<file path="src/rtl/ptfl_pkg.sv">
package ptfl_pkg;

    typedef enum logic [1:0] {
        KIND_FREE  = 2'd0,
        KIND_ADDR  = 2'd1,
        KIND_VLAN  = 2'd2,
        KIND_VADDR = 2'd3
    } kind_e;

    typedef enum logic [1:0] {
        ST_IDLE  = 2'd0,
        ST_READ  = 2'd1,
        ST_WRITE = 2'd2
    } sweep_state_e;

    localparam int VID_W = 12;
    localparam int MAC_W = 48;

endpackage

</file>
<file path="src/rtl/ptfl_rule.sv">
module ptfl_rule
    import ptfl_pkg::*;
#(
    parameter int PORTS   = 3,
    parameter int PN_W    = 2,
    parameter int ENTRY_W = 68
) (
    input  logic [ENTRY_W-1:0] ent_in,
    input  logic [PORTS-1:0]   flush_ports,
    input  logic               mc_only,
    output logic [ENTRY_W-1:0] ent_out,
    output logic               is_addr
);
    localparam int OFS_PMASK = PN_W;
    localparam int OFS_VID   = OFS_PMASK + PORTS;
    localparam int OFS_MAC   = OFS_VID + VID_W;
    localparam int OFS_MC    = OFS_MAC + MAC_W;
    localparam int OFS_KIND  = OFS_MC + 1;

    logic [1:0]       kind;
    logic             mc;
    logic [MAC_W-1:0] mac;
    logic [PORTS-1:0] pmask;
    logic [PORTS-1:0] trimmed;
    logic [PN_W-1:0]  pnum;
    logic             overlap;
    logic             host_left;
    logic             port_hit;

    always_comb begin
        kind      = ent_in[OFS_KIND +: 2];
        mc        = ent_in[OFS_MC];
        mac       = ent_in[OFS_MAC +: MAC_W];
        pmask     = ent_in[OFS_PMASK +: PORTS];
        pnum      = ent_in[0 +: PN_W];
        trimmed   = pmask & ~flush_ports;
        overlap   = |(pmask & flush_ports);
        host_left = ((trimmed >> 1) == '0);
        is_addr   = (kind == KIND_ADDR) || (kind == KIND_VADDR);
        port_hit  = 1'b0;
        for (int p = 0; p < PORTS; p++) begin
            if (32'(pnum) == p && flush_ports[p]) port_hit = 1'b1;
        end

        ent_out = ent_in;
        if (is_addr) begin
            if (mc) begin
                if (!(mc_only && (&mac)) && overlap) begin
                    ent_out[OFS_PMASK +: PORTS] = trimmed;
                    if (host_left) ent_out[OFS_KIND +: 2] = KIND_FREE;
                end
            end else if (!mc_only && port_hit) begin
                ent_out[OFS_KIND +: 2] = KIND_FREE;
            end
        end
    end

endmodule

</file>
<file path="src/rtl/ptfl_seq.sv">
module ptfl_seq
    import ptfl_pkg::*;
#(
    parameter int PORTS = 3,
    parameter int DEPTH = 8,
    parameter int IDX_W = 3
) (
    input  logic             clk,
    input  logic             rst_n,
    input  logic             cmd_valid,
    input  logic [PORTS-1:0] cmd_ports,
    input  logic             cmd_mc_only,
    output logic             busy,
    output logic             done,
    output logic             rd_en,
    output logic             wr_phase,
    output logic [IDX_W-1:0] idx,
    output logic [PORTS-1:0] ports_q,
    output logic             mc_only_q
);
    localparam logic [IDX_W-1:0] LAST_IDX = IDX_W'(DEPTH - 1);

    typedef struct packed {
        sweep_state_e     st;
        logic [IDX_W-1:0] idx;
        logic [PORTS-1:0] ports;
        logic             mc_only;
        logic             done;
    } seq_t;

    seq_t s_d, s_q;

    always_comb begin
        s_d      = s_q;
        s_d.done = 1'b0;
        unique case (s_q.st)
            ST_IDLE: begin
                if (cmd_valid) begin
                    s_d.st      = ST_READ;
                    s_d.idx     = '0;
                    s_d.ports   = cmd_ports;
                    s_d.mc_only = cmd_mc_only;
                end
            end
            ST_READ: s_d.st = ST_WRITE;
            ST_WRITE: begin
                if (s_q.idx == LAST_IDX) begin
                    s_d.st   = ST_IDLE;
                    s_d.done = 1'b1;
                end else begin
                    s_d.st  = ST_READ;
                    s_d.idx = s_q.idx + 1'b1;
                end
            end
            default: s_d.st = ST_IDLE;
        endcase
    end

    always_ff @(posedge clk) begin
        if (!rst_n) begin
            s_q <= '{st: ST_IDLE, idx: '0, ports: '0, mc_only: 1'b0, done: 1'b0};
        end else begin
            s_q <= s_d;
        end
    end

    assign busy      = (s_q.st != ST_IDLE);
    assign done      = s_q.done;
    assign rd_en     = (s_q.st == ST_READ);
    assign wr_phase  = (s_q.st == ST_WRITE);
    assign idx       = s_q.idx;
    assign ports_q   = s_q.ports;
    assign mc_only_q = s_q.mc_only;

    a_r3_write_follows_read: assert property (@(posedge clk) disable iff (!rst_n)
        wr_phase |-> $past(rd_en) && idx == $past(idx));

    a_r2_done_on_busy_fall: assert property (@(posedge clk) disable iff (!rst_n)
        done |-> $fell(busy));

    a_r10_command_held: assert property (@(posedge clk) disable iff (!rst_n)
        busy && $past(busy) |-> $stable(ports_q) && $stable(mc_only_q));

    a_r3_index_steps: assert property (@(posedge clk) disable iff (!rst_n)
        rd_en && idx != '0 |-> idx == $past(idx, 2) + 1'b1);

endmodule

</file>
<file path="src/rtl/ptfl_sweeper.sv">
module ptfl_sweeper
    import ptfl_pkg::*;
#(
    parameter int PORTS   = 3,
    parameter int DEPTH   = 8,
    parameter int PN_W    = (PORTS > 1) ? $clog2(PORTS) : 1,
    parameter int IDX_W   = (DEPTH > 1) ? $clog2(DEPTH) : 1,
    parameter int ENTRY_W = PN_W + PORTS + VID_W + MAC_W + 3
) (
    input  logic               clk,
    input  logic               rst_n,
    input  logic               cmd_valid,
    input  logic [PORTS-1:0]   cmd_ports,
    input  logic               cmd_mc_only,
    output logic               busy,
    output logic               done,
    output logic               tbl_rd_en,
    output logic [IDX_W-1:0]   tbl_rd_addr,
    input  logic [ENTRY_W-1:0] tbl_rd_data,
    output logic               tbl_wr_en,
    output logic [IDX_W-1:0]   tbl_wr_addr,
    output logic [ENTRY_W-1:0] tbl_wr_data
);
    localparam int OFS_PMASK = PN_W;
    localparam int OFS_VID   = OFS_PMASK + PORTS;
    localparam int OFS_MAC   = OFS_VID + VID_W;
    localparam int OFS_MC    = OFS_MAC + MAC_W;
    localparam int OFS_KIND  = OFS_MC + 1;

    logic             wr_phase;
    logic [IDX_W-1:0] idx;
    logic [PORTS-1:0] ports_q;
    logic             mc_only_q;
    logic             is_addr;

    ptfl_seq #(.PORTS(PORTS), .DEPTH(DEPTH), .IDX_W(IDX_W)) u_seq (
        .clk        (clk),
        .rst_n      (rst_n),
        .cmd_valid  (cmd_valid),
        .cmd_ports  (cmd_ports),
        .cmd_mc_only(cmd_mc_only),
        .busy       (busy),
        .done       (done),
        .rd_en      (tbl_rd_en),
        .wr_phase   (wr_phase),
        .idx        (idx),
        .ports_q    (ports_q),
        .mc_only_q  (mc_only_q)
    );

    ptfl_rule #(.PORTS(PORTS), .PN_W(PN_W), .ENTRY_W(ENTRY_W)) u_rule (
        .ent_in     (tbl_rd_data),
        .flush_ports(ports_q),
        .mc_only    (mc_only_q),
        .ent_out    (tbl_wr_data),
        .is_addr    (is_addr)
    );

    assign tbl_rd_addr = idx;
    assign tbl_wr_addr = idx;
    assign tbl_wr_en   = wr_phase && is_addr;

    a_r1_quiet_after_reset: assert property (@(posedge clk)
        $past(!rst_n) |-> !busy && !done && !tbl_rd_en && !tbl_wr_en);

    a_r4_only_address_written: assert property (@(posedge clk) disable iff (!rst_n)
        tbl_wr_en |-> tbl_rd_data[OFS_KIND +: 2] == KIND_ADDR
                   || tbl_rd_data[OFS_KIND +: 2] == KIND_VADDR);

    a_r6_mask_never_grows: assert property (@(posedge clk) disable iff (!rst_n)
        tbl_wr_en && tbl_rd_data[OFS_MC] |->
            (tbl_wr_data[OFS_PMASK +: PORTS] & ~tbl_rd_data[OFS_PMASK +: PORTS]) == '0);

    a_r7_no_host_only_survivor: assert property (@(posedge clk) disable iff (!rst_n)
        tbl_wr_en && tbl_rd_data[OFS_MC]
        && tbl_wr_data[OFS_KIND +: 2] != KIND_FREE
        && tbl_wr_data[OFS_PMASK +: PORTS] != tbl_rd_data[OFS_PMASK +: PORTS]
        |-> (tbl_wr_data[OFS_PMASK +: PORTS] >> 1) != '0);

    a_r5_address_kept: assert property (@(posedge clk) disable iff (!rst_n)
        tbl_wr_en |-> tbl_wr_data[OFS_MAC +: MAC_W] == tbl_rd_data[OFS_MAC +: MAC_W]);

endmodule

</file>
<file path="config.mk">
export PLATFORM = sky130hd
export DESIGN_NAME = ptfl_sweeper
export DESIGN_NICKNAME = d
export VERILOG_FILES = /design/src/rtl/ptfl_pkg.sv /design/src/rtl/ptfl_rule.sv /design/src/rtl/ptfl_seq.sv /design/src/rtl/ptfl_sweeper.sv
export SDC_FILE = /design/constraint.sdc
export NUM_CORES = 1
export LEC_CHECK = 0
export BUFFER_PORTS_ARGS = -buffer_cell sky130_fd_sc_hd__buf_2
export CORE_MARGIN = 2
export CORE_UTILIZATION = 33
export CTS_BUF_LIST = sky130_fd_sc_hd__clkbuf_16
export CTS_CLUSTER_SIZE = 8
export DETAILED_ROUTE_END_ITERATION = 8
export PLACE_DENSITY = 0.94
export SLEW_MARGIN = 10
export SYNTH_ARGS = -nofsm -noshare
export SYNTH_HDL_FRONTEND = slang
export SYNTH_HIERARCHICAL = 1
export SYNTH_SLANG_ARGS = --single-unit
</file>
<file path="constraint.sdc">
create_clock -name clk -period 1.4 [get_ports clk]
set_input_delay 0.21 -clock clk [delete_from_list [all_inputs] [get_ports clk]]
set_output_delay 0.21 -clock clk [all_outputs]
set_load 0.01 [all_outputs]
</file>
==> results of run 1 <==
-- cells in the mapped netlist --
| cell type | instances | area, um^2 |
|---|---|---|
| a21boi_1 | 3 | 22.52 |
| a311oi_1 | 1 | 8.760 |
| a31oi_1 | 2 | 12.51 |
| a32oi_1 | 2 | 17.52 |
| a41oi_1 | 4 | 35.03 |
| and2_1 | 3 | 18.77 |
| and2b_2 | 1 | 8.760 |
| buf_4 | 73 | 548.0 |
| clkbuf_1 | 1 | 3.750 |
| dfxtp_1 | 10 | 200.2 |
| ha_1 | 2 | 25.02 |
| inv_1 | 5 | 18.77 |
| mux2i_1 | 6 | 60.06 |
| nand2_1 | 7 | 26.28 |
| nand2b_1 | 1 | 6.260 |
| nand3_1 | 1 | 5.000 |
| nand4_1 | 12 | 75.07 |
| nor2_1 | 4 | 15.01 |
| nor2b_1 | 4 | 25.02 |
| nor2b_2 | 1 | 8.760 |
| nor3_1 | 2 | 10.01 |
| nor3b_4 | 1 | 18.77 |
| nor4_1 | 1 | 6.260 |
| nor4_2 | 1 | 12.51 |
| nor4b_1 | 1 | 8.760 |
| o21bai_2 | 1 | 11.26 |
| o22a_1 | 1 | 8.760 |
| o22ai_1 | 1 | 6.260 |
| o41ai_1 | 1 | 8.760 |
| or2_2 | 1 | 6.260 |
-- per-layer routing --
metal | vias up | share of wire, % | wire length [um]
met2 | 68 | 52 | 1773
met1 | 567 | 35 | 1210
met3 | 9 | 10 | 341
li1 | 599 | - | -
met5 | - | 0 | 0
met4 | 0 | 2.8 | 95
-- how the worst max path moves through the flow --
stage / end / cells past startpoint / slack [ns] / from
floorplan: tbl_wr_data[2] / 4 / -0.02 / u_seq/mc_only_q$_SDFFE_PN0P_
global placement: tbl_wr_data[66] / 5 / -0.34 / u_seq/mc_only_q$_SDFFE_PN0P_
CTS: tbl_wr_data[66] / 6 / -0.38 / u_seq/mc_only_q$_SDFFE_PN0P_
finish: tbl_wr_data[66] / 6 / -0.30 / u_seq/mc_only_q$_SDFFE_PN0P_
global route: tbl_wr_data[66] / 6 / -0.41 / u_seq/mc_only_q$_SDFFE_PN0P_
detailed placement: tbl_wr_data[66] / 5 / -0.35 / u_seq/mc_only_q$_SDFFE_PN0P_
-- power breakdown --
part           internal (uW)  leakage [uW]  switching (uW)
Sequential               299     0.0000826            14.5
Clock                    369     0.0000370             123
Combinational            182      0.000712             174
Total                    850      0.000832             312
-- flip-flops by register name, indices dropped and copies added, names as in the netlist --
| name | count |
|---|---|
| u_seq/idx | 3 |
| u_seq/s_q | 2 |
| u_seq/mc_only_q | 1 |
| u_seq/ports_q | 3 |
| u_seq/done | 1 |
-- repair_timing --
| item | in CTS | in global routing |
|---|---|---|
| setup buffers | 1 | 0 |
| resized for setup | 2 | 4 |
| endpoints found under the setup margin | 6 | 10 |
| pin swaps | 4 | 0 |
-- cells by family after synthesis --
logic type,count (synthesis),share of synthesized area [%]
fa+ha+maj,2,2.020
mux,6,4.849
simple gates,41,20.30
buf+inv,79,46.06
compound gates,16,10.61
flops,10,16.16
-- area by class of cell --
| cell class | count | area share [%] |
|---|---|---|
| Tap cell | 48 | 3.880 |
| Timing Repair Buffer | 136 | 45.51 |
| Sequential cell | 10 | 13.26 |
| Inverter | 5 | 1.213 |
| Multi-Input combinational cell | 65 | 31.29 |
| Clock buffer | 3 | 4.850 |
-- stage by stage --
step	setup WS, ns	setup TNS, ns	total power (uW)	instances
after CTS	-0.3776	-1.839	1176	267
after floorplan	-0.01688	-0.07966	597.6	154
after global placement	-0.3402	-1.624	665.1	263
after global routing	-0.4145	-2.044	1221	267
after detailed placement	-0.3534	-1.607	671.8	263
final	-0.3009	-1.479	1162	267
-- worst min-delay path, cell delays in order --
cell,delay (ns)
buf_2,0.08
mux2i_1,0.06
nor2b_1,0.09
==> summary.txt, run 1 <==
Global routing
  • Initial antenna violation count: 0
  • GRT met3 Usage: 4.966%
  • Total Routing Usage GR: 15.11%
  • Largest net degree at the start of global routing: 11
  • Global-route wire length before repair: 4968 um
  • Layer with the highest usage: met2
  • Met1 usage: 15.06%
  • Vias in the first global route: 1135
  • Grt met2 use: 27.42%
  • Total gr overflow: 0

Layout
  • FILL cells: 375
  • Multi-input logic area: 484.2 um^2
  • Most common cell after layout, fill and taps aside: buf_2
  • Layout cell share with drive strength beyond 1: 68.49%
  • Antenna diode count: 0
  • Area grow syn2layout: 24.95%
  • Reg area: 205.2 um^2
  • Most frequent cells in the layout: buf_2, nand4_1, dfxtp_1
  • Final nets: 298
  • Final core utilization: 42.60%
  • Design area: 1548 um^2

STA
  • Achievable Freq: 587.9 MHz
  • Final Skew: 0.0001480 ns
  • Crit share post-route: 121.5%
  • Max-slew violation count: 0
  • Final setup margin: -0.3009 ns
  • Minimum clock period: 1.701 ns
  • Worst Hold Margin: 0.2373 ns
  • Max_slew headroom: 78.84%
  • RSZ-0062 raised after global routing: true
  • Slew @ Worst Pin: 0.3170 ns
  • Setup violators final: 5
  • Final Hold Fails: 0

Setup path
  • WS Path Type: reg2out
  • CP delay by family, top: simple AND/OR/NAND/NOR gates
  • Crit path required time: 1.19 ns
  • R2R depth: 5
  • Worst Path Buf+Inv: 2
  • Worst Path Max Fanout: 5
  • Reg2reg setup slack: 0.11 ns
  • Most used cell along the critical path: nand4_1
  • Worst setup SP type: flip-flop
  • Crit-path slowest cell: dfxtp_2
  • RR Endpoint: u_seq/idx[1]$_SDFFE_PN0P_
  • Worst R2R Start: u_seq/idx[1]$_SDFFE_PN0P_
  • CP Cell Sequence: nand4_1 > nor4_2 > nand4_1 > buf_4 > a311oi_2 > buf_2
  • Critical Path Max Stage Delay: 0.32 ns
  • Crit. End Element: output port
  • Critical Path AT: 1.49 ns

Logic synthesis
  • Mapped Area: 1239 um^2
  • Netlist cell types: 30
  • Syn Nets: 231
  • Register area share after synthesis: 16.16%
  • Synth Warn #: 6
  • Syn_area_per_cell: 8.043 um^2
  • Syn Inst Count: 154
  • Yosys reg bits: 10

Clock tree
  • Clock Sink Count: 10
  • CTS tree: yes
  • Clock buffer depth: 2
  • CTS Hold Buffers Added: 0
  • CTS root buf: clkbuf_16
  • Clk_lat worst skew: 0.24 ns
  • Num CTS Buffers: 3
  • Clk slew on worst S/H paths: 0.04 ns
  • Htree depth: 1

Placed design
  • Global placer's final weighted congestion: 0.8015
  • PortBufs: 128
  • Dpl hpwl: 2955 um
  • Placed cell area: 1446 um^2

Min path
  • HP Start: cmd_ports[0]
  • Worst hold path type: in2reg
  • Hold Path Cell Cnt: 3
  • Hold EP: u_seq/ports_q[0]$_SDFFE_PN0P_

Power
  • Pwr dens: 750.8 nW/um^2
  • VDD IR max: 632.9 uV
  • Pleak: 0.0008316 uW

Routing
  • Residual DRC: 0
  • Final Routed Wirelength: 3421 um
  • Vias per cell: 4.655
  • DRT iter0 DRCs: 24
  • Vias: 1243
  • Routed len/inst: 12.81 um
  • DRT Pass-1 Iters: 4
  • Detail Route Antenna Nets: 0

Floorplanning
  • Initial core utilization: 34.09%
  • # IOs: 153
  • FP Rows: 22
  • Core Region: 3633 um^2
  • Height of the die: 65.27 um
  • Full die area: 4260 um^2
  • Die width: 65.27 um

Status
  • Failing checks: negative setup slack
  • Status: finished, violations left

Job
  • Max-cap viol count: 0
No activity file was read; power rests on OpenSTA's default activity.
==> inputs of run 2 (changes only) <==
--- a/config.mk
+++ b/config.mk
@@ -12,6 +12,7 @@
 export CTS_CLUSTER_SIZE = 8
 export DETAILED_ROUTE_END_ITERATION = 8
 export PLACE_DENSITY = 0.94
+export SETUP_SLACK_MARGIN = 0.3
 export SLEW_MARGIN = 10
 export SYNTH_ARGS = -nofsm -noshare
 export SYNTH_HDL_FRONTEND = slang
==> summary.txt, run 2 (synthesized netlist as in run 1, its figures left out) <==
Layout
  • Most common cell after layout, fill and taps aside: buf_2
  • Layout cell share with drive strength beyond 1: 76.86%
  • FILL cells: 363
  • Final core utilization: 50.55%
  • Final nets: 320
  • Area grow syn2layout: 48.28%
  • Antenna diode count: 0
  • Most frequent cells in the layout: buf_2, buf_4, nand4_1

Routing
  • Detail Route Antenna Nets: 0
  • Routed len/inst: 13.66 um
  • DRT Pass-1 Iters: 4
  • DRT iter0 DRCs: 28
  • Vias: 1329
  • Vias per cell: 4.583
  • Final Routed Wirelength: 3960 um
  • Residual DRC: 0

Clock tree
  • CTS tree: yes
  • Clock Sink Count: 10
  • Clock buffer depth: 2
  • Num CTS Buffers: 3
  • CTS root buf: clkbuf_16
  • Htree depth: 1
  • Clk slew on worst S/H paths: 0.04 ns
  • Clk_lat worst skew: 0.24 ns
  • CTS Hold Buffers Added: 0

STA
  • RSZ-0062 raised after global routing: true
  • Final Skew: 0.003410 ns
  • Setup violators final: 5
  • Achievable Freq: 566.8 MHz
  • Slew @ Worst Pin: 0.4228 ns
  • Final Hold Fails: 0
  • Crit share post-route: 126.0%
  • Final setup margin: -0.3644 ns
  • Minimum clock period: 1.764 ns
  • Worst Hold Margin: 0.2289 ns
  • Max_slew headroom: 71.45%
  • Max-slew violation count: 0

Power
  • Pwr dens: 679.4 nW/um^2
  • Pleak: 0.0009578 uW
  • Int Pwr: 902.3 uW
  • Comb pwr share: 34.9%
  • Sw Ratio: 27.69%
  • Clock Power Share: 40.5%
  • Sw power: 345.6 uW
  • Reg power frac: 24.6%
  • VDD IR max: 774.9 uV

Status
  • Status: finished, violations left
  • Failing checks: negative setup slack

Setup path
  • Critical Path AT: 1.55 ns
  • CP delay by family, top: simple AND/OR/NAND/NOR gates
  • Worst Path Max Fanout: 3
  • Crit path required time: 1.19 ns
  • Crit. End Element: output port
  • Crit-path slowest cell: nor4_2
  • Worst setup SP type: input pin
  • Worst Path Buf+Inv: 3
  • CP Cell Sequence: buf_2 > nand4_1 > nor4_2 > nand4_1 > buf_4 > a41oi_2 > buf_2
  • WS Path Type: in2out
  • Critical Path Max Stage Delay: 0.39 ns
  • Reg2reg setup slack: 0.18 ns

Floorplanning
  • Height of the die: 65.27 um
  • Initial core utilization: 34.09%
  • # IOs: 153
  • Core Region: 3633 um^2
  • FP Rows: 22
  • Die width: 65.27 um
  • Full die area: 4260 um^2

Placed design
  • Pre-CTS WS: -0.3918 ns
  • Global placer's final weighted congestion: 0.8631
  • Dpl hpwl: 3208 um
  • PortBufs: 128

Global routing
  • Largest net degree at the start of global routing: 10
  • Total Routing Usage GR: 17.79%
  • Vias in the first global route: 1246
  • Initial antenna violation count: 0
  • Global-route wire length before repair: 5865 um
  • Total gr overflow: 0

Job
  • Max-cap viol count: 0

Min path
  • Worst hold path type: in2reg
## run 2: cell types whose count changed in the layout (fill, tap and decap cells not counted), moves of 2 or more
cell	change
and2_1	-2
buf_4	+20
buf_2	-3
ha_4	+2
dfxtp_1	-4
a41oi_2	+3
a41oi_1	-3
buf_6	+5
dfxtp_4	+3
and2_4	+2
## run 2: repair_timing
| action | 4_1_cts | 5_1_grt |
|---|---|---|
| resized for setup | 18 | 2 |
| buffers inserted | 6 | 2 |
| gates cloned | 0 | 0 |
| endpoints found under the hold margin | 0 | 0 |
| pin swaps | 7 | 6 |
| setup endpoints to repair | 16 | 18 |
## run 2: power groups by stage
| stage | Clock, uW | Combinational, uW | Sequential, uW |
|---|---|---|---|
| 6_report | 505 | 435 | 307 |
| 5_1_grt | 533 | 471 | 309 |
| 4_1_cts | 516 | 431 | 307 |
| 3_5_place_dp | 0 | 396 | 320 |
| 3_3_place_gp | 0 | 391 | 319 |
| 2_1_floorplan | 0 | 291 | 314 |
## run 2: metal layers
metal	global-route usage [%]	routed length, um	share of wire [%]
met1	18.35	1493	38
met2	34.44	2084	53
met3	3.253	322	8.1
met4	7.813	59	1.5
met5	0	0	0
## run 2: layout make-up
cell class | count | area [um^2] | share of cell area, %
inverters | 5 | 18.77 | 1.022
flip-flops and latches | 10 | 217.7 | 11.85
clock inverters | 1 | 3.754 | 0.2044
multi-input cells | 65 | 565.5 | 30.79
clock buffers | 3 | 75.07 | 4.087
repair buffers | 158 | 895.9 | 48.77
well taps | 48 | 60.06 | 3.270
## run 2: worst min-delay path, stage by stage
cell	delay (ns)
buf_2	0.07
mux2i_1	0.05
nor2b_1	0.09
## run 2: final timing paths
| check | startpoint | to | cells after the start |
|---|---|---|---|
| worst max-delay path | tbl_rd_data[19] | tbl_wr_data[2] | 7 |
| worst min-delay path | cmd_mc_only | u_seq/mc_only_q$_SDFFE_PN0P_ | 3 |
| worst max register to register | u_seq/idx[1]$_SDFFE_PN0P_ | u_seq/idx[0]$_SDFFE_PN0P_ | 5 |
| worst min register to register | u_seq/idx[2]$_SDFFE_PN0P_ | u_seq/idx[2]$_SDFFE_PN0P_ | 2 |
## run 2: per-stage QoR
stage	cell area (um^2)	instances	total power, uW	TNS [ns]
final	1837	290	1248	-1.718
after global routing	1837	290	1312	-2.297
after CTS	1818	288	1254	-1.780
after detailed placement	1627	278	716.9	-1.865
after global placement	1627	278	710.1	-1.937
after floorplan	1313	154	604.8	0
==> inputs of run 3 (changes only) <==
==> constraint.sdc (replaced) <==
create_clock -name clk -period 1.4 [get_ports clk]
set_input_delay 0.14 -clock clk [delete_from_list [all_inputs] [get_ports clk]]
set_output_delay 0.14 -clock clk [all_outputs]
set_load 0.01 [all_outputs]
==> summary.txt, run 3 (synthesized netlist as in run 1, its figures left out) <==
Status
  • Status: finished, violations left
  • Failing checks: negative setup slack

Global routing
  • Vias in the first global route: 1272
  • Total gr overflow: 0
  • Initial antenna violation count: 0
  • Total Routing Usage GR: 17.19%
  • Largest net degree at the start of global routing: 10
  • Global-route wire length before repair: 5733 um

Power
  • Reg power frac: 25.0%
  • Pleak: 0.0009084 uW
  • Int Pwr: 880.7 uW
  • Comb pwr share: 32.9%
  • Sw power: 352.3 uW
  • Clock Power Share: 42.1%
  • VDD IR max: 749.1 uV
  • Pwr dens: 696.9 nW/um^2
  • Sw Ratio: 28.57%

Setup path
  • Reg2reg setup slack: 0.19 ns
  • Crit. End Element: output port
  • Worst R2R Start: u_seq/idx[1]$_SDFFE_PN0P_
  • Critical Path AT: 1.58 ns
  • Worst setup SP type: flip-flop
  • Crit path required time: 1.26 ns
  • WS Path Type: reg2out
  • Worst Path Max Fanout: 4
  • Worst Setup SP: u_seq/mc_only_q$_SDFFE_PN0P_
  • R2R depth: 5
  • RR Endpoint: u_seq/idx[1]$_SDFFE_PN0P_

Clock tree
  • Htree depth: 1
  • Clk_lat worst skew: 0.24 ns
  • CTS root buf: clkbuf_16
  • Clock Sink Count: 10
  • Clock buffer depth: 2
  • Num CTS Buffers: 3
  • Clk slew on worst S/H paths: 0.04 ns
  • CTS tree: yes

Min path
  • Hold EP: u_seq/ports_q[1]$_SDFFE_PN0P_
  • Hold Path Cell Cnt: 3
  • Worst hold path type: in2reg
  • HP Start: cmd_ports[1]

Floorplanning
  • Full die area: 4260 um^2
  • Initial core utilization: 34.09%
  • Core Region: 3633 um^2
  • Height of the die: 65.27 um
  • # IOs: 153
  • FP Rows: 22
  • Die width: 65.27 um

STA
  • Setup violators final: 5
  • Slew @ Worst Pin: 0.3859 ns
  • Achievable Freq: 581.9 MHz
  • Worst Hold Margin: 0.1789 ns
  • Minimum clock period: 1.718 ns
  • Final Hold Fails: 0
  • Final Skew: 0.002090 ns
  • Max_slew headroom: 74.15%
  • Crit share post-route: 122.7%
  • Max-slew violation count: 0
  • Final setup margin: -0.3184 ns
  • RSZ-0062 raised after global routing: true

Routing
  • Detail Route Antenna Nets: 0
  • Vias per cell: 4.657
  • Final Routed Wirelength: 3787 um
  • Vias: 1290
  • Residual DRC: 0
  • DRT iter0 DRCs: 43
  • DRT Pass-1 Iters: 4
  • Routed len/inst: 13.67 um

Placed design
  • Dpl hpwl: 3015 um
  • Global placer's final weighted congestion: 0.7841
  • PortBufs: 128
  • Placed cell area: 1506 um^2

Layout
  • Most common cell after layout, fill and taps aside: buf_2
  • Design area: 1769 um^2
  • Antenna diode count: 0
  • Final nets: 307
  • Most frequent cells in the layout: buf_2, nand4_1, buf_4
  • Layout cell share with drive strength beyond 1: 75.55%
  • Area grow syn2layout: 42.83%

Job
  • Max-cap viol count: 0
==> run 3: cell count changes in the layout (fill, tap and decap cells not counted), sizes merged <==
cell	change
buf	-13
==> run 3: layout make-up <==
| type | instances | area (um^2) |
|---|---|---|
| repair buffers | 145 | 822.0 |
| flip-flops and latches | 10 | 216.5 |
| clock buffers | 3 | 75.07 |
| inverters | 5 | 18.77 |
| fillers | 339 | 1864 |
| clock inverters | 1 | 3.754 |
| multi-input cells | 65 | 573.1 |
| well taps | 48 | 60.06 |
==> run 3: worst max-delay path by stage <==
stage                                 end  cells after the start
final                      tbl_wr_data[2]                      8
after global routing       tbl_wr_data[2]                      8
after CTS                 tbl_wr_data[66]                      7
after detailed placement  tbl_wr_data[66]                      7
after global placement    tbl_wr_data[66]                      7
after floorplan           tbl_wr_data[66]                      4
==> run 3: worst max-delay path, stage by stage, from the launching register on <==
cell,delay [ns]
dfxtp_2,0.32
nand4_1,0.10
nor4_2,0.14
buf_4,0.14
nand4_1,0.10
buf_6,0.16
buf_6,0.11
a41oi_2,0.10
buf_2,0.17
==> run 3: through the flow <==
stage | worst slack, ns | utilization, % | power [uW] | std cells | TNS (ns)
final | -0.3184 | 48.69 | 1233 | 277 | -1.464
after CTS | -0.3456 | 46.35 | 1211 | 273 | -1.280
after global routing | -0.4733 | 48.69 | 1288 | 277 | -2.261
after detailed placement | -0.1883 | 41.46 | 680.1 | 262 | -0.4399
after global placement | -0.1872 | 41.46 | 672.1 | 262 | -0.4594
after floorplan | 0.1141 | - | 604.7 | 154 | 0
==> run 3: repair_timing <==
item                                    CTS  global route
pin swaps                                 5             8
buffers inserted                          7             4
resized for setup                        11            12
endpoints found under the setup margin   15            15
hold buffers                              0             0
==> run 3: power groups by stage <==
stage	clock (uW)	sequential, uW	combinational (uW)
4_1_cts	513	307	391
2_1_floorplan	0	314	290
5_1_grt	539	310	439
6_report	519	308	406
3_5_place_dp	0	322	358
3_3_place_gp	0	320	352
==> run 3: per-layer routing <==
metal	up-vias	global-route usage, %	wire length, um
met5	-	0	0
met4	0	8.073	75
met3	10	4.452	288
met2	72	30.48	1925
met1	591	19.04	1497
li1	617	-	-
